==> src/rtl/rtc_seq_pkg.sv <==
package rtc_seq_pkg;
    localparam int BYTE_W     = 8;
    localparam int NUM_FIELDS = 7;
    localparam int FIDX_W     = 3;
    localparam int STEP_W     = 3;

    // field slots, in transfer order
    localparam logic [FIDX_W-1:0] F_SEC  = 3'd0;
    localparam logic [FIDX_W-1:0] F_MIN  = 3'd1;
    localparam logic [FIDX_W-1:0] F_HOUR = 3'd2;
    localparam logic [FIDX_W-1:0] F_MDAY = 3'd3;
    localparam logic [FIDX_W-1:0] F_MON  = 3'd4;
    localparam logic [FIDX_W-1:0] F_WDAY = 3'd5;
    localparam logic [FIDX_W-1:0] F_YEAR = 3'd6;

    typedef enum logic [1:0] {
        OP_READ   = 2'd0,
        OP_WRITE  = 2'd1,
        OP_CMD    = 2'd2,
        OP_RESYNC = 2'd3
    } sm_op_e;

    typedef enum logic [1:0] {
        JOB_GET   = 2'd0,
        JOB_SET   = 2'd1,
        JOB_PROBE = 2'd2
    } job_e;

    typedef enum logic [1:0] {
        WS_NONE    = 2'd0,
        WS_FIELD   = 2'd1,
        WS_PATTERN = 2'd2,
        WS_ZERO    = 2'd3
    } wsrc_e;

    typedef enum logic {
        ST_IDLE = 1'b0,
        ST_RUN  = 1'b1
    } st_e;

    typedef struct packed {
        st_e                                st;
        job_e                               job;
        logic [STEP_W-1:0]                  step;
        logic [NUM_FIELDS-1:0][BYTE_W-1:0]  wf;
        logic [NUM_FIELDS-1:0][BYTE_W-1:0]  rf;
        logic                               done;
        logic                               absent;
        logic                               err;
    } seq_t;
endpackage

==> src/rtl/rtc_bin2bcd.sv <==
module rtc_bin2bcd
    import rtc_seq_pkg::*;
(
    input  logic [BYTE_W-1:0] bin_i,
    output logic [BYTE_W-1:0] bcd_o,
    output logic              bad_o
);
    logic [3:0] tens;
    logic [3:0] ones;

    always_comb begin
        bad_o = (bin_i > 8'd99);
        tens  = 4'(bin_i / 8'd10);
        ones  = 4'(bin_i % 8'd10);
        bcd_o = bad_o ? bin_i : {tens, ones};
    end
endmodule

==> src/rtl/rtc_bcd2bin.sv <==
module rtc_bcd2bin
    import rtc_seq_pkg::*;
(
    input  logic [BYTE_W-1:0] bcd_i,
    output logic [BYTE_W-1:0] bin_o,
    output logic              bad_o
);
    always_comb begin
        bad_o = (bcd_i[7:4] > 4'd9) || (bcd_i[3:0] > 4'd9);
        bin_o = bad_o ? bcd_i
                      : (({4'd0, bcd_i[7:4]} * 8'd10) + {4'd0, bcd_i[3:0]});
    end
endmodule

==> src/rtl/rtc_seq_step.sv <==
module rtc_seq_step
    import rtc_seq_pkg::*;
#(
    parameter int               ADDR_W   = 4,
    parameter logic [ADDR_W-1:0] A_SEC   = 4'h0,
    parameter logic [ADDR_W-1:0] A_MIN   = 4'h1,
    parameter logic [ADDR_W-1:0] A_HOUR  = 4'h2,
    parameter logic [ADDR_W-1:0] A_MDAY  = 4'h3,
    parameter logic [ADDR_W-1:0] A_MON   = 4'h4,
    parameter logic [ADDR_W-1:0] A_WDAY  = 4'h5,
    parameter logic [ADDR_W-1:0] A_YEAR  = 4'h6,
    parameter logic [ADDR_W-1:0] A_STAT  = 4'h8,
    parameter logic [ADDR_W-1:0] A_C2H   = 4'hE,
    parameter logic [ADDR_W-1:0] A_H2C   = 4'hF
) (
    input  job_e              job_i,
    input  logic [STEP_W-1:0] step_i,
    output sm_op_e            op_o,
    output logic [ADDR_W-1:0] addr_o,
    output logic [FIDX_W-1:0] fidx_o,
    output wsrc_e             wsrc_o,
    output logic              last_o,
    output logic              check_o
);
    localparam logic [NUM_FIELDS-1:0][ADDR_W-1:0] FADDR =
        {A_YEAR, A_WDAY, A_MON, A_MDAY, A_HOUR, A_MIN, A_SEC};
    localparam logic [STEP_W-1:0] LAST_FIELD_STEP = STEP_W'(NUM_FIELDS);

    always_comb begin
        op_o    = OP_READ;
        addr_o  = '0;
        fidx_o  = '0;
        wsrc_o  = WS_NONE;
        last_o  = 1'b0;
        check_o = 1'b0;
        case (job_i)
            JOB_GET: begin
                if (step_i == '0) begin
                    op_o   = OP_CMD;
                    addr_o = A_C2H;
                end else begin
                    fidx_o = step_i - 3'd1;
                    addr_o = FADDR[step_i - 3'd1];
                    last_o = (step_i == LAST_FIELD_STEP);
                end
            end
            JOB_SET: begin
                if (step_i == LAST_FIELD_STEP) begin
                    op_o   = OP_CMD;
                    addr_o = A_H2C;
                    last_o = 1'b1;
                end else begin
                    op_o   = OP_WRITE;
                    fidx_o = step_i;
                    addr_o = FADDR[step_i];
                    wsrc_o = WS_FIELD;
                end
            end
            JOB_PROBE: begin
                case (step_i)
                    3'd0: op_o = OP_RESYNC;
                    3'd1: begin
                        op_o   = OP_WRITE;
                        addr_o = A_SEC;
                        wsrc_o = WS_PATTERN;
                    end
                    3'd2: begin
                        addr_o  = A_SEC;
                        check_o = 1'b1;
                    end
                    default: begin
                        op_o   = OP_WRITE;
                        addr_o = A_STAT;
                        wsrc_o = WS_ZERO;
                        last_o = 1'b1;
                    end
                endcase
            end
            default: last_o = 1'b1;
        endcase
    end
endmodule

==> src/rtl/rtc_snap_seq.sv <==
module rtc_snap_seq
    import rtc_seq_pkg::*;
#(
    parameter int               ADDR_W    = 4,
    parameter logic [ADDR_W-1:0] A_SEC    = 4'h0,
    parameter logic [ADDR_W-1:0] A_MIN    = 4'h1,
    parameter logic [ADDR_W-1:0] A_HOUR   = 4'h2,
    parameter logic [ADDR_W-1:0] A_MDAY   = 4'h3,
    parameter logic [ADDR_W-1:0] A_MON    = 4'h4,
    parameter logic [ADDR_W-1:0] A_WDAY   = 4'h5,
    parameter logic [ADDR_W-1:0] A_YEAR   = 4'h6,
    parameter logic [ADDR_W-1:0] A_STAT   = 4'h8,
    parameter logic [ADDR_W-1:0] A_C2H    = 4'hE,
    parameter logic [ADDR_W-1:0] A_H2C    = 4'hF,
    parameter logic [7:0]        PROBE_PAT = 8'h33,
    parameter int                YEAR_BASE = 100
) (
    input  logic              clk_i,
    input  logic              rst_ni,
    input  logic              get_req_i,
    input  logic              set_req_i,
    input  logic              probe_req_i,
    input  logic [7:0]        sec_i,
    input  logic [7:0]        min_i,
    input  logic [7:0]        hour_i,
    input  logic [7:0]        mday_i,
    input  logic [7:0]        mon_i,
    input  logic [7:0]        wday_i,
    input  logic [7:0]        year_i,
    output logic              busy_o,
    output logic              done_o,
    output logic              dev_absent_o,
    output logic              conv_err_o,
    output logic [7:0]        sec_o,
    output logic [7:0]        min_o,
    output logic [7:0]        hour_o,
    output logic [7:0]        mday_o,
    output logic [7:0]        mon_o,
    output logic [7:0]        wday_o,
    output logic [7:0]        year_o,
    output logic              sm_req_o,
    output logic [1:0]        sm_op_o,
    output logic [ADDR_W-1:0] sm_addr_o,
    output logic [7:0]        sm_wdata_o,
    input  logic              sm_ack_i,
    input  logic [7:0]        sm_rdata_i
);
    localparam logic [BYTE_W-1:0] BASE1 = BYTE_W'(YEAR_BASE);
    localparam logic [BYTE_W-1:0] BASE2 = BYTE_W'(2 * YEAR_BASE);

    seq_t q, d;

    sm_op_e            st_op;
    logic [ADDR_W-1:0] st_addr;
    logic [FIDX_W-1:0] st_fidx;
    wsrc_e             st_wsrc;
    logic              st_last;
    logic              st_check;

    logic [BYTE_W-1:0] enc_in, enc_out, dec_out, rd_adj, yr_mod;
    logic              enc_bad, dec_bad;

    rtc_seq_step #(
        .ADDR_W(ADDR_W), .A_SEC(A_SEC), .A_MIN(A_MIN), .A_HOUR(A_HOUR),
        .A_MDAY(A_MDAY), .A_MON(A_MON), .A_WDAY(A_WDAY), .A_YEAR(A_YEAR),
        .A_STAT(A_STAT), .A_C2H(A_C2H), .A_H2C(A_H2C)
    ) u_step (
        .job_i   (q.job),
        .step_i  (q.step),
        .op_o    (st_op),
        .addr_o  (st_addr),
        .fidx_o  (st_fidx),
        .wsrc_o  (st_wsrc),
        .last_o  (st_last),
        .check_o (st_check)
    );

    rtc_bin2bcd u_enc (.bin_i(enc_in), .bcd_o(enc_out), .bad_o(enc_bad));
    rtc_bcd2bin u_dec (.bcd_i(sm_rdata_i), .bin_o(dec_out), .bad_o(dec_bad));

    // field adjustment around the shared converters
    always_comb begin
        yr_mod = q.wf[F_YEAR];
        if (yr_mod >= BASE2)      yr_mod = yr_mod - BASE2;
        else if (yr_mod >= BASE1) yr_mod = yr_mod - BASE1;

        if (st_fidx == F_MON)       enc_in = q.wf[F_MON] + 8'd1;
        else if (st_fidx == F_YEAR) enc_in = yr_mod;
        else                        enc_in = q.wf[st_fidx];

        if (dec_bad)                rd_adj = sm_rdata_i;
        else if (st_fidx == F_MON)  rd_adj = dec_out - 8'd1;
        else if (st_fidx == F_YEAR) rd_adj = dec_out + BASE1;
        else                        rd_adj = dec_out;
    end

    always_comb begin
        d      = q;
        d.done = 1'b0;
        case (q.st)
            ST_IDLE: begin
                if (probe_req_i || set_req_i || get_req_i) begin
                    d.st   = ST_RUN;
                    d.step = '0;
                    d.err  = 1'b0;
                    if (probe_req_i) begin
                        d.job = JOB_PROBE;
                    end else if (set_req_i) begin
                        d.job = JOB_SET;
                        d.wf  = {year_i, wday_i, mon_i, mday_i, hour_i, min_i, sec_i};
                    end else begin
                        d.job = JOB_GET;
                    end
                end
            end
            default: begin
                if (sm_ack_i) begin
                    if (q.job == JOB_GET && st_op == OP_READ) begin
                        d.rf[st_fidx] = rd_adj;
                        if (dec_bad) d.err = 1'b1;
                    end
                    if (st_wsrc == WS_FIELD && enc_bad) d.err = 1'b1;
                    if (st_check && sm_rdata_i != PROBE_PAT) begin
                        d.absent = 1'b1;
                        d.st     = ST_IDLE;
                        d.done   = 1'b1;
                    end else begin
                        if (st_check) d.absent = 1'b0;
                        if (st_last) begin
                            d.st   = ST_IDLE;
                            d.done = 1'b1;
                        end else begin
                            d.step = q.step + 3'd1;
                        end
                    end
                end
            end
        endcase
    end

    always_ff @(posedge clk_i) begin
        if (!rst_ni) q <= '0;
        else         q <= d;
    end

    always_comb begin
        busy_o       = (q.st == ST_RUN);
        sm_req_o     = busy_o;
        sm_op_o      = st_op;
        sm_addr_o    = st_addr;
        case (st_wsrc)
            WS_FIELD:   sm_wdata_o = enc_out;
            WS_PATTERN: sm_wdata_o = PROBE_PAT;
            default:    sm_wdata_o = 8'h00;
        endcase
        done_o       = q.done;
        dev_absent_o = q.absent;
        conv_err_o   = q.err;
        sec_o        = q.rf[F_SEC];
        min_o        = q.rf[F_MIN];
        hour_o       = q.rf[F_HOUR];
        mday_o       = q.rf[F_MDAY];
        mon_o        = q.rf[F_MON];
        wday_o       = q.rf[F_WDAY];
        year_o       = q.rf[F_YEAR];
    end
endmodule

==> config.mk <==
export PLATFORM = sky130hd
export DESIGN_NAME = rtc_snap_seq
export DESIGN_NICKNAME = d
export VERILOG_FILES = /design/src/rtl/rtc_seq_pkg.sv /design/src/rtl/rtc_bin2bcd.sv /design/src/rtl/rtc_bcd2bin.sv /design/src/rtl/rtc_seq_step.sv /design/src/rtl/rtc_snap_seq.sv
export SDC_FILE = /design/constraint.sdc
export NUM_CORES = 1
export LEC_CHECK = 0
export ABC_AREA = 1
export BUFFER_PORTS_ARGS = -buffer_cell sky130_fd_sc_hd__buf_2
export CAP_MARGIN = 20
export CORE_MARGIN = 2
export CORE_UTILIZATION = 30
export CTS_CLUSTER_SIZE = 16
export DETAILED_ROUTE_END_ITERATION = 16
export PLACE_DENSITY = 0.56
export SLEW_MARGIN = 20
export SYNTH_ARGS = -nofsm -noshare
export SYNTH_HDL_FRONTEND = slang
export SYNTH_SLANG_ARGS = --single-unit
==> constraint.sdc <==
create_clock -name clk_i -period 3.2 [get_ports clk_i]
set_input_delay 0.32 -clock clk_i [delete_from_list [all_inputs] [get_ports clk_i]]
set_output_delay 0.32 -clock clk_i [all_outputs]
set_load 0.05 [all_outputs]
Word level (Yosys, flattened, before mapping)
Memory sizes are Yosys's and may differ from the RTL's. A register that Yosys moved wholly into a read port is not among the register bits.
Cells that the tools add are included.

storage, ports and cells
  bits in registers = 121
  ROM bits = 64
  input port bits = 70
  output and inout port bits = 75
  logic and storage cells = 141
  memories = 2

memories
  memory            depth  width  read ports  clocked after memory_dff  wr ports  line                text
  (name not given)  8      4      1           0                         0         rtc_seq_step.sv:43  addr_o = FADDR[step_i - 3'd1];
  (name not given)  8      4      1           1                         0         rtc_seq_step.sv:55  addr_o = FADDR[step_i];

cells by class
  $add $sub $neg = 8
  $mul = 1
  divide/modulo/power cells = 2
  $lt $le $gt $ge = 9
  equality and inequality tests = 15
  muxes and demuxes = 61
  bitwise logic cells = 2
  reduce and logical (&&, ||, !) cells = 21

operators with widths
  cell                                                                             count
  56-bit 2-to-1 mux                                                                2
  8-bit 2-to-1 mux                                                                 11
  62-bit 2-to-1 mux                                                                1
  56-bit bitwise mux                                                               1
  8-bit binary-select mux with 3-bit select                                        1
  8-bit demux with 3-bit select                                                    1
  3-bit 2-to-1 mux                                                                 8
  4-bit 2-to-1 mux                                                                 5
  1-bit 2-to-1 mux                                                                 19
  8-bit case mux with 2 select lines                                               1
  3-bit by 4-bit less-than comparator with 1-bit output, second input constant     3
  2-bit case mux with 2 select lines                                               3
  4-bit case mux with 3 select lines                                               1
  4-bit AND reduction                                                              3
  3-bit equality test, second input constant                                       3
  3-bit AND reduction                                                              3
  8-bit by 1-bit adder with 8-bit output, second input constant                    1
  8-bit by 4-bit adder with 8-bit output                                           1
  8-bit by 7-bit adder with 8-bit output, second input constant                    1
  8-bit by 4-bit divider with 8-bit output, second input constant                  1
  8-bit by 7-bit >= comparator with 1-bit output, second input constant            1
  8-bit >= comparator, second input constant                                       1
  4-bit greater-than comparator, second input constant                             2
  8-bit by 7-bit greater-than comparator with 1-bit output, second input constant  1
  28 further kinds                                                                 44

Logic depth before layout (Yosys ltp)
Gate-level depths: netlist (run 1).

  depth in word-level cells = 12
  depth in mapped cells = 36
  gate-level depth less buffers = 35

Cells and area by module
A second synthesis (run 1) with hierarchy kept.

unflattened totals
  cell total of the unflattened synthesis = 1157
  area total of the unflattened synthesis = 7858.8 um2

by module, submodules not included
  module        times used  cells each  area an instance (um2)
  rtc_snap_seq  1           927         6591.3
  rtc_bin2bcd   1           98          555.5
  rtc_bcd2bin   1           69          417.9
  rtc_seq_step  1           63          294.0

Least setup slack after synthesis (run 1)
Ideal clock, no wire load.

  kind = reg2out
  start = register q[115] (netlist bit)
  end = output port sm_wdata_o[5]
  arrival = 3815 ps
  required time = 2880 ps
  path slack = -935 ps
  cell stages (with the launch flop) = 27
  buffers on the path = 1
  path through = dfxtp_1 ha_1 ha_1 nor2_2 nand2_2 nand2_8 nor2_1 buf_6 nand3b_2 nand2_1 nor2_2 nor2_2 nor2_4 nand3_2 nand3_2 nand2_2 nand2_2 nand2_1 nand2_1 inv_2 nand2_4 nand2_4 a21oi_4 nand2_4 nand2_2 nor2_1 o21ai_0

on the way
  word-level cells in the longest chain between the ends = 10

ends and longest elaborated chain
  item                                                                                                                  line                                    text
  start: declaration                                                                                                    rtc_snap_seq.sv:51                      seq_t q, d;
  start signal: assignment                                                                                              rtc_snap_seq.sv:142                     if (!rst_ni) q <= '0;
  start signal: assignment                                                                                              rtc_snap_seq.sv:143                     else q <= d;
  3-bit by 1-bit subtractor with 3-bit output (tied with other cells)                                                   rtc_seq_step.sv:42                      fidx_o = step_i - 3'd1;
  3-bit 2-to-1 mux, on equally long branches                                                                            rtc_seq_step.sv:38, rtc_seq_step.sv:48
  3-bit case mux with 2 select lines                                                                                    rtc_seq_step.sv:36                      case (job_i)
  8-bit binary-select mux with 3-bit select                                                                             rtc_snap_seq.sv:89                      else enc_in = q.wf[st_fidx];
  8-bit 2-to-1 mux (not written as such)                                                                                rtc_snap_seq.sv:89
  8-bit 2-to-1 mux                                                                                                      rtc_snap_seq.sv:88                      else if (st_fidx == F_YEAR) enc_in = yr_mod;
  8-bit 2-to-1 mux                                                                                                      rtc_snap_seq.sv:87                      if (st_fidx == F_MON) enc_in = q.wf[F_MON] + 8'd1;
  8-bit by 4-bit divider with 8-bit output or 8-bit by 7-bit greater-than comparator with 1-bit output (tied branches)  rtc_bin2bcd.sv:13, rtc_bin2bcd.sv:12
  8-bit 2-to-1 mux                                                                                                      rtc_bin2bcd.sv:15                       bcd_o = bad_o ? bin_i : {tens, ones};
  8-bit case mux with 2 select lines (*)                                                                                rtc_snap_seq.sv:151                     case (st_wsrc)
  end: declaration                                                                                                      rtc_snap_seq.sv:44                      output logic [7:0] sm_wdata_o,

Every way passes the cells marked *; elsewhere a longest branch is shown, timed or not. The select of a mux whose other input is x is not followed.

Worst setup path in the final report (run 1)
  start = register q[115] (netlist bit)
  end = output port sm_wdata_o[3]

on the way
  word-level cells in the longest chain between the ends = 10

ends and longest elaborated chain
  item                                                                                                                         line
  3-bit by 1-bit subtractor with 3-bit output (tied with other cells)                                                          rtc_seq_step.sv:42
  3-bit 2-to-1 mux, on equally long branches                                                                                   rtc_seq_step.sv:38, rtc_seq_step.sv:48
  3-bit case mux with 2 select lines                                                                                           rtc_seq_step.sv:36
  8-bit binary-select mux with 3-bit select                                                                                    rtc_snap_seq.sv:89
  8-bit 2-to-1 mux (not written as such)                                                                                       rtc_snap_seq.sv:89
  8-bit 2-to-1 mux                                                                                                             rtc_snap_seq.sv:88
  8-bit 2-to-1 mux                                                                                                             rtc_snap_seq.sv:87
  8-bit by 4-bit remainder unit with 8-bit output or 8-bit by 7-bit greater-than comparator with 1-bit output (tied branches)  rtc_bin2bcd.sv:14, rtc_bin2bcd.sv:12
  8-bit 2-to-1 mux                                                                                                             rtc_bin2bcd.sv:15
  8-bit case mux with 2 select lines (*)                                                                                       rtc_snap_seq.sv:151

Marks and branches as above.

==> results of run 1 <==
[final timing paths]
check,depth (start not counted),slack [ns],to
setup reg to reg,23,-0.17,conv_err_o$_SDFFE_PN0P_
hold reg to reg,2,0.46,q[101]$_SDFFE_PN0P_
hold / removal,3,0.15,q[60]$_SDFFE_PN0P_
setup / recovery,32,-1.09,sm_wdata_o[3]
[where the power goes]
group / leakage, µW / internal [µW] / total [µW] / switching [µW]
registers: 0.00101 / 1610 / 1660 / 48.0
logic: 0.00391 / 1300 / 3190 / 1880
clock network: 0.000298 / 1180 / 1970 / 798
[synth_stat cells, types with 2 or more instances]
cell	number
nand4_1	5
o211ai_1	4
inv_1	134
nand3_2	10
mux2i_1	2
buf_1	2
nand3b_1	2
a21oi_2	2
nor2_4	3
o21ai_0	146
nor3_1	6
nor2_2	5
xnor2_1	6
nand2_4	5
nor2_1	200
nor4_1	4
o31ai_1	2
ha_1	29
buf_4	58
o21bai_1	2
a31oi_1	2
buf_6	4
o221ai_1	2
dfxtp_1	124
inv_2	13
nand2_2	14
o21ai_1	2
fa_1	2
clkbuf_1	29
xor2_1	12
inv_4	2
a211oi_1	5
o22ai_1	3
o21bai_2	2
a21oi_1	80
nand3_1	36
nand2_1	139
[worst max-delay path, delay by kind of cell, from the launching register on]
kind,cells,cell delay (ns)
flops,1,0.39
simple gates,19,1.56
buf+inv,10,1.12
compound gates,3,0.48
[metal layers]
layer / global-route usage, % / wire length, µm
met1: 24.3 / 11300
met3: 3.30 / 1040
met4: 4.55 / 239
met2: 28.6 / 10800
met5: 0 / 0
[repair_timing]
action / 4_1_cts / 5_1_grt
pin swaps: 26 / 46
buffers inserted: 9 / 19
resized for setup: 68 / 59
endpoints found under the setup margin: 9 / 9
gates cloned: 2 / 0
[state kept, by name, summed over array words and instances (netlist names), named ones only]
signal and flops:
year_o 8, dev_absent_o 1, mday_o 8, q 61, done_o 1, wday_o 8
conv_err_o 1, hour_o 8, sec_o 8, mon_o 8, min_o 8, busy_o 1
[per-stage QoR]
stage | hold slack (ns) | instance area (µm²) | setup WS, ns
2_1_floorplan | 0.425 | 7770 | -0.394
3_3_place_gp | 0.441 | 9170 | -0.679
3_5_place_dp | 0.449 | 9170 | -0.790
4_1_cts | 0.130 | 10100 | -1.03
5_1_grt | 0.145 | 10500 | -1.36
6_report | 0.146 | 10500 | -1.09
[cells by family (layout without fill, tap and decap cells)]
kind of cell,after synthesis,in the layout,synth area share [%]
AND/OR/NAND/NOR,435,436,25.6
AO/OA/AOI/OAI,262,262,18.7
buffers and inverters,244,469,15.4
flip-flops,124,124,32.6
adder cells (fa/ha/maj),31,31,5.30
XOR/XNOR,18,18,2.07
multiplexers,2,2,0.263
[final cells by class]
cell class / count / share of cell area [%]
well taps: 330 / 3.94
inverters: 150 / 5.59
flip-flops and latches: 124 / 23.8
repair buffers: 287 / 18.3
multi-input cells: 749 / 42.7
clock buffers: 17 / 4.06
clock inverters: 15 / 1.67
==> results.json, run 1 <==
{
  "critPathArrivalTime_ns": 3.97,
  "drive_gt1_share_pct": 34.7,
  "grt_pass1_vias": 7216,
  "syn_inst": 1116,
  "violations": "negative setup slack",
  "drtPass1Iterations": 5,
  "finalSetupTns_ns": -6.80,
  "setup_viol": 9,
  "cts_sinks": 124,
  "cp-start-kind": "flop",
  "synthTopCellsByArea": "dfxtp_1 33%, nor2_1 9.9%, o21ai_0 9.6%",
  "dp_cells": 1611,
  "final_cell_mix": "194 x nor2_1, 140 x o21ai_0, 136 x buf_2, 133 x buf_4, 124 x inv_1",
  "status": "complete, but fails checks",
  "nFillCells": 2628,
  "max-cap-violations": 0,
  "power_uw": 6820,
  "grt_max_degree": 46,
  "insertion_delay_ns": 0.43,
  "ant_nets": 0,
  "grt_overflow": 0,
  "multiInputGateArea_um2": 4470,
  "seq_area_um2": 2490,
  "fin_cells": 1672,
  "fmax_ghz": 0.233,
  "ys_seq_area_share_pct": 32.6,
  "start_util_pct": 30.4,
  "worstPathRequired_ns": 2.88,
  "yosysWarningCount": 0,
  "vias": 7651,
  "area_growth_pct": 37.8,
  "cts_tree": "yes",
  "cts_root_buf": "clkbuf_16",
  "ys_async_sr_fraction_pct": 0,
  "r2r_start": "q[115]$_SDFFE_PN0P_",
  "crit_type": "flop to output pin",
  "cts_htree_levels": 4,
  "grt_pass1_wl_um": 37100,
  "ys_ff_latch": 124,
  "slew_headroom_pct": 45.6,
  "min_from": "sec_i[1]",
  "holdBufCountCts": 0,
  "cp_slowest_cell": "dfxtp_4",
  "critPathMaxFanout": 7,
  "hold_class": "input pin to flop",
  "tightest_slew_ns": 0.815,
  "ctsLongestPathBuffers": 2,
  "rows": 58,
  "final-max-slew-violation-count": 0,
  "clock_skew_ns": 0.0207,
  "fin_nets": 1430,
  "dieArea_um2": 26600,
  "syn_nets": 1217,
  "synth_edf_count": 0,
  "gp_congestion": 0.878,
  "drcViolationCount": 0,
  "wire_per_inst_um": 14.0,
  "synthesis.area_um2": 7600,
  "end_kind": "output pin",
  "synth_area_leader_cell": "dfxtp_1",
  "syn_area_per_cell_um2": 6.81,
  "port_buffers": 144,
  "fin_util_pct": 41.9,
  "synth_ff_type": "dfxtp_1",
  "cts_buffers": 17,
  "period_needed_ns": 4.29,
  "vdd_drop_max_mv": 0.480,
  "synth_top_area_share_pct": 32.6,
  "drt_iter0_drc": 395,
  "dpl.hpwl_um": 17700,
  "n_antenna_cell": 0,
  "leakage_uw": 0.00522,
  "grt_usage_pct": 17.7,
  "cts.clk_slew.worst_paths_ns": 0.06,
  "antenna_found_initial": 0,
  "core_um2": 25000,
  "hold_viol_final": 0,
  "rsz0062_at_grt": "true",
  "ys_types": 55,
  "via_per_inst": 4.58,
  "die_x_um": 163,
  "fp.dieH_um": 163,
  "fin_ws_ns": -1.09,
  "period_share_pct": 134,
  "drt-total-wl_um": 23400,
  "final_common_cell": "nor2_1",
  "powerDensity_nw_per_um2": 651,
  "ioPinCount": 145,
  "max_stage_delay_ns": 0.39,
  "crit_start": "q[115]$_SDFFE_PN0P_"
}
No activity file was read; power rests on OpenSTA's default activity.
==> run 2, diff against run 1 <==
Settings changed: CORE_ASPECT_RATIO set to 1.4.
==> results.json, run 2 (synthesized netlist as in run 1, its figures left out) <==
{
  "drt_iter0_drc": 323,
  "fin_nets": 1457,
  "swShare_pct": 39.3,
  "critPathArrivalTime_ns": 3.96,
  "tightest_slew_ns": 0.838,
  "seq_power_share_pct": 24.1,
  "status": "complete, but fails checks",
  "seq_area_um2": 2490,
  "grt_max_degree": 79,
  "period_share_pct": 134,
  "r2r_slack_ns": -0.24,
  "insertion_delay_ns": 0.42,
  "grt_overflow": 0,
  "critPathMaxFanout": 4,
  "fp.dieH_um": 192,
  "min_to": "q[63]$_SDFFE_PN0P_",
  "ioPinCount": 145,
  "drcViolationCount": 0,
  "finish.instance_area_um2": 10700,
  "rows": 68,
  "cts_sinks": 124,
  "fin_ws_ns": -1.08,
  "grt_pass1_wl_um": 39200,
  "whs_path_depth": 3,
  "reg2regPathDepth": 23,
  "cts_root_buf": "clkbuf_16",
  "clock_power_share_pct": 28.2,
  "cts.clk_slew.worst_paths_ns": 0.06,
  "rsz0062_at_grt": "true",
  "die_x_um": 139,
  "ctsLongestPathBuffers": 2,
  "holdBufCountCts": 0,
  "hold_viol_final": 0,
  "period_needed_ns": 4.28,
  "reg2reg_to": "conv_err_o$_SDFFE_PN0P_",
  "cp_num_buf_inv": 4,
  "min_from": "sec_i[4]",
  "cp-start-kind": "flop",
  "place_area_um2": 9290,
  "p_comb_share_pct": 47.7,
  "via_per_inst": 4.71,
  "final_cell_mix": "193 x nor2_1, 157 x buf_4, 140 x o21ai_0, 136 x buf_2, 123 x inv_1",
  "grt_pass1_vias": 7901,
  "slew_headroom_pct": 43.9,
  "ant_nets": 0,
  "p_sw_uw": 2710,
  "multiInputGateArea_um2": 4520,
  "leakage_uw": 0.00539,
  "vdd_drop_max_mv": 0.645,
  "nFillCells": 2514,
  "drt-total-wl_um": 24900,
  "area_growth_pct": 41.1,
  "largest_register_ffs": 61,
  "powerDensity_nw_per_um2": 642,
  "cts_tree": "yes",
  "dieArea_um2": 26700,
  "r2r_start": "q[115]$_SDFFE_PN0P_",
  "port_buffers": 144,
  "whs_ns": 0.154,
  "worstPathRequired_ns": 2.88,
  "cp_slowest_cell": "dfxtp_4",
  "drtPass1Iterations": 5,
  "top_register": "q",
  "violations": "negative setup slack",
  "crit_type": "flop to output pin",
  "setup_viol": 9,
  "max_stage_delay_ns": 0.39,
  "critical-path-top-delay-family": "simple AND/OR/NAND/NOR gates",
  "cpMostUsedCell": "nand2_4",
  "fmax_ghz": 0.234,
  "core_um2": 24800,
  "max-cap-violations": 0,
  "clock_skew_ns": 0.00731,
  "end_kind": "output pin",
  "dpl.hpwl_um": 18700,
  "vias": 7935,
  "p_int_uw": 4190,
  "antenna_found_initial": 2,
  "final-max-slew-violation-count": 0,
  "drive_gt1_share_pct": 36.0,
  "fin_util_pct": 43.3,
  "cts_htree_levels": 4,
  "wire_per_inst_um": 14.8,
  "final_common_cell": "nor2_1",
  "hold_class": "input pin to flop",
  "grt_usage_pct": 18.5,
  "cts_buffers": 17,
  "start_util_pct": 30.7,
  "cp.depth": 32,
  "gp_congestion": 0.892
}
[run 2: cell count changes in the layout (fill, tap and decap cells not counted), sizes merged]
cell	before	now
clkinvlp	0	2
bufinv	2	3
inv	158	151
diode	0	2
buf	287	314
clkinv	5	6
clkbuf	17	20
nand2	160	159
[run 2: per-layer routing]
| layer | routed length (µm) | global-route usage, % | up-vias |
|---|---|---|---|
| met2 | 12800 | 34.0 | 190 |
| met3 | 1310 | 4.44 | 50 |
| li1 | - | - | 4024 |
| met5 | 0 | 0 | - |
| met4 | 767 | 8.20 | 0 |
| met1 | 10100 | 20.1 | 3671 |
[run 2: through the flow]
stage	total power [µW]	setup WS [ns]	setup TNS, ns	cells
global placement	4280	-0.704	-3.79	1612
floorplan	3450	-0.394	-1.60	1116
global route	7270	-1.30	-8.50	1683
CTS	6580	-0.991	-6.05	1665
finish	6890	-1.08	-6.84	1685
detailed placement	4310	-0.791	-4.24	1612
[run 2: worst register-to-register path, delay by kind of cell, from the launching register on]
family / cells / cell delay [ns]
fa+ha+maj: 2 / 0.34
flops: 1 / 0.37
buf+inv: 8 / 0.92
simple gates: 7 / 0.74
compound gates: 6 / 0.93
[run 2: area by class of cell]
type                       count  area share [%]
multi-input combinational    748            42.1
tap                          315            3.67
inverter                     150            5.55
clock buffer                  19            4.03
sequential                   124            23.2
clock inverter                12            1.36
antenna                        2          0.0466
timing repair buffer         315            20.0
[run 2: repair_timing]
action                     4_1_cts  5_1_grt
cloned                           0        1
setup buffers                   22       19
resized for setup               72       70
pin swaps                       20       54
setup endpoints to repair        9       51
[run 2: how the worst max path moves through the flow]
stage / from / slack (ns) / end
floorplan: q[116]$_SDFFE_PN0P_ / -0.39 / sm_wdata_o[2]
global placement: q[116]$_SDFFE_PN0P_ / -0.70 / sm_wdata_o[4]
detailed placement: q[116]$_SDFFE_PN0P_ / -0.79 / sm_wdata_o[1]
CTS: q[115]$_SDFFE_PN0P_ / -0.99 / sm_wdata_o[2]
global route: q[115]$_SDFFE_PN0P_ / -1.30 / sm_wdata_o[4]
finish: q[115]$_SDFFE_PN0P_ / -1.08 / sm_wdata_o[4]
[run 2: power groups by stage]
stage | sequential (µW) | clock (µW) | combinational (µW)
floorplan | 1690 | 0 | 1770
global placement | 1690 | 0 | 2590
detailed placement | 1690 | 0 | 2620
CTS | 1660 | 1980 | 2940
global route | 1670 | 2040 | 3570
finish | 1660 | 1950 | 3280
==> run 3, diff against run 2 <==
Settings changed: ABC_AREA 1 to not set.
==> results.json, run 3 <==
{
  "worstPathRequired_ns": 2.88,
  "ys_seq_area_share_pct": 32.3,
  "synth_ff_type": "dfxtp_1",
  "multiInputGateArea_um2": 5060,
  "synthTopCellsByCount": "190 x nand2_1, 124 x dfxtp_1, 60 x a21boi_0, 59 x buf_4, 41 x a21oi_1",
  "cp_cell_sequence": "inv_4 > ha_4 > and4bb_2 > or3_4 > mux2_4 > a32oi_4 > o221ai_2 > buf_4 > buf_6 > nor3_2 > o21ai_2 > nand3b_4 > o21ai_0 > a21o_1 > a2111oi_4 > clkbuf_16",
  "dpl.hpwl_um": 19400,
  "antenna_found_initial": 3,
  "drt-total-wl_um": 25300,
  "holdBufCountCts": 0,
  "dieArea_um2": 26900,
  "crit_path_end": "sm_wdata_o[2]",
  "crit_type": "flop to output pin",
  "reg2reg_to": "conv_err_o$_SDFFE_PN0P_",
  "clock_skew_ns": 0.00984,
  "cts_htree_levels": 4,
  "critPathMaxFanout": 7,
  "cts.clk_slew.worst_paths_ns": 0.06,
  "synthesis.area_um2": 7680,
  "wire_per_inst_um": 16.6,
  "tightest_slew_ns": 0.647,
  "drive_gt1_share_pct": 39.9,
  "grt_max_degree": 58,
  "rows": 69,
  "drt_iter0_drc": 300,
  "die_x_um": 139,
  "cp.depth": 16,
  "cts_root_buf": "clkbuf_16",
  "synth_edf_count": 0,
  "ys_ff_latch": 124,
  "top_register": "q",
  "syn_inst": 942,
  "r2r_slack_ns": -0.26,
  "max_stage_delay_ns": 0.44,
  "ant_nets": 0,
  "core_um2": 25300,
  "final_common_cell": "nand2_1",
  "grt_usage_pct": 18.8,
  "start_util_pct": 30.3,
  "ctsLongestPathBuffers": 2,
  "critical-path-top-delay-family": "compound AO/OA/AOI/OAI gates",
  "status": "complete, but fails checks",
  "synthTopCellsByArea": "dfxtp_1 32%, nand2_1 9.3%, a21boi_0 5.9%",
  "cts_buffers": 17,
  "yosysWarningCount": 0,
  "synth_most_common_cell": "nand2_1",
  "ys_async_sr_fraction_pct": 0,
  "critPathArrivalTime_ns": 4.11,
  "cts_tree": "yes",
  "hold_viol_final": 0,
  "final-max-slew-violation-count": 0,
  "synth_area_leader_cell": "dfxtp_1",
  "cts_sinks": 124,
  "fin_ws_ns": -1.23,
  "powerDensity_nw_per_um2": 441,
  "cp_num_buf_inv": 4,
  "drcViolationCount": 0,
  "finalSetupTns_ns": -7.08,
  "crit_start": "q[116]$_SDFFE_PN0P_",
  "grt_pass1_wl_um": 40000,
  "r2r_start": "q[116]$_SDFFE_PN0P_",
  "fin_nets": 1287,
  "reg2regPathDepth": 16,
  "insertion_delay_ns": 0.43,
  "grt_pass1_vias": 7562,
  "max-cap-violations": 0,
  "leakage_uw": 0.00486,
  "largest_register_ffs": 61,
  "synth_top_area_share_pct": 32.3,
  "cp_slowest_cell": "or3_4",
  "syn_area_per_cell_um2": 8.15,
  "fmax_ghz": 0.226,
  "ioPinCount": 145,
  "drtPass1Iterations": 7,
  "port_buffers": 144,
  "violations": "negative setup slack",
  "end_kind": "output pin",
  "syn_nets": 1043,
  "rsz0062_at_grt": "true",
  "ys_types": 80,
  "fp.dieH_um": 193,
  "via_per_inst": 4.87,
  "nFillCells": 2496,
  "slew_headroom_pct": 56.8,
  "dp_slack_ns": -0.929,
  "hold_class": "input pin to flop",
  "period_needed_ns": 4.43,
  "whs_path_depth": 3,
  "period_share_pct": 138,
  "cp-start-kind": "flop",
  "final_cell_mix": "189 x nand2_1, 179 x buf_4, 136 x buf_2, 119 x dfxtp_1, 60 x a21boi_0",
  "seq_area_um2": 2490,
  "area_growth_pct": 42.6,
  "gp_congestion": 0.885,
  "vias": 7407,
  "setup_viol": 9,
  "grt_overflow": 0,
  "vdd_drop_max_mv": 0.405
}
run 3: cell count changes in the layout (fill, tap and decap cells not counted), sizes merged, moves of 31 or more:
cell    change
inv       -131
a21oi      -40
a21boi     +59
nor2b      +32
o21ai     -115
nand2      +31
nor2      -172
run 3: routing by layer:
layer | part of all wire [%] | global-route usage (%) | vias to the layer above
met5 | 0.051 | 0 | -
met4 | 2.4 | 7.11 | 2
met3 | 4.1 | 4.53 | 39
met2 | 54 | 35.9 | 148
met1 | 40 | 19.7 | 3495
li1 | - | - | 3723
run 3: worst min path at each step:
stage | from | to | slack, ns
after CTS | year_i[1] | q[108]$_SDFFE_PN0P_ | 0.11
final | year_i[1] | q[108]$_SDFFE_PN0P_ | 0.13
after detailed placement | q[76]$_SDFFE_PN0P_ | q[76]$_SDFFE_PN0P_ | 0.46
after global routing | mon_i[3] | q[94]$_SDFFE_PN0P_ | 0.13
after global placement | q[86]$_SDFFE_PN0P_ | q[86]$_SDFFE_PN0P_ | 0.45
after floorplan | q[86]$_SDFFE_PN0P_ | q[86]$_SDFFE_PN0P_ | 0.44
run 3: stage by stage:
stage               cell area [µm²]  total power [µW]  hold WS, ns  util, %  instances
global placement               9710              2770        0.449     38.4       1463
finish                        10900              4820        0.131     43.3       1520
floorplan                      7910              2300        0.439        -        942
CTS                           10700              4810        0.107     42.1       1513
detailed placement             9710              2780        0.457     38.4       1463
global route                  10900              5050        0.127     43.3       1518
run 3: cells by family after synthesis:
family	after synthesis	share of synthesized area [%]
AO/OA/AOI/OAI	246	24.0
XOR/XNOR	21	2.58
AND/OR/NAND/NOR	353	21.5
multiplexers	36	4.78
adder cells (fa/ha/maj)	31	5.25
flip-flops	124	32.3
buffers and inverters	131	9.62
run 3: worst reg2reg max path, delay by kind of cell (launching register included):
kind	cells	cell delay (ns)
adders and majority gates	1	0.15
AOI/OAI and AO/OA	5	0.98
muxes	1	0.34
and+or+nand+nor	5	1.05
DFF	1	0.38
buffers and inverters	4	0.45
run 3: timing repair:
item | 4_1_cts | 5_1_grt
endpoints found under the setup margin | 13 | 49
gates resized for setup | 62 | 45
pin swaps | 27 | 16
cloned | 0 | 0
setup buffers | 19 | 6
run 3: cell type report:
cell class / instances / area share, %
Multi-Input combinational cell: 687 / 46.2
Sequential cell: 124 / 22.8
Timing Repair Buffer: 336 / 21.2
Clock buffer: 23 / 4.37
Tap cell: 319 / 3.65
Clock inverter: 9 / 1.03
Inverter: 20 / 0.754
Antenna cell: 2 / 0.0457
run 3: where the power goes:
| group | leakage, µW | total [µW] | internal (µW) | switching, µW |
|---|---|---|---|---|
| Clock | 0.000276 | 1930 | 1210 | 719 |
| Combinational | 0.00358 | 1280 | 598 | 686 |
| Sequential | 0.00101 | 1610 | 1580 | 32.2 |
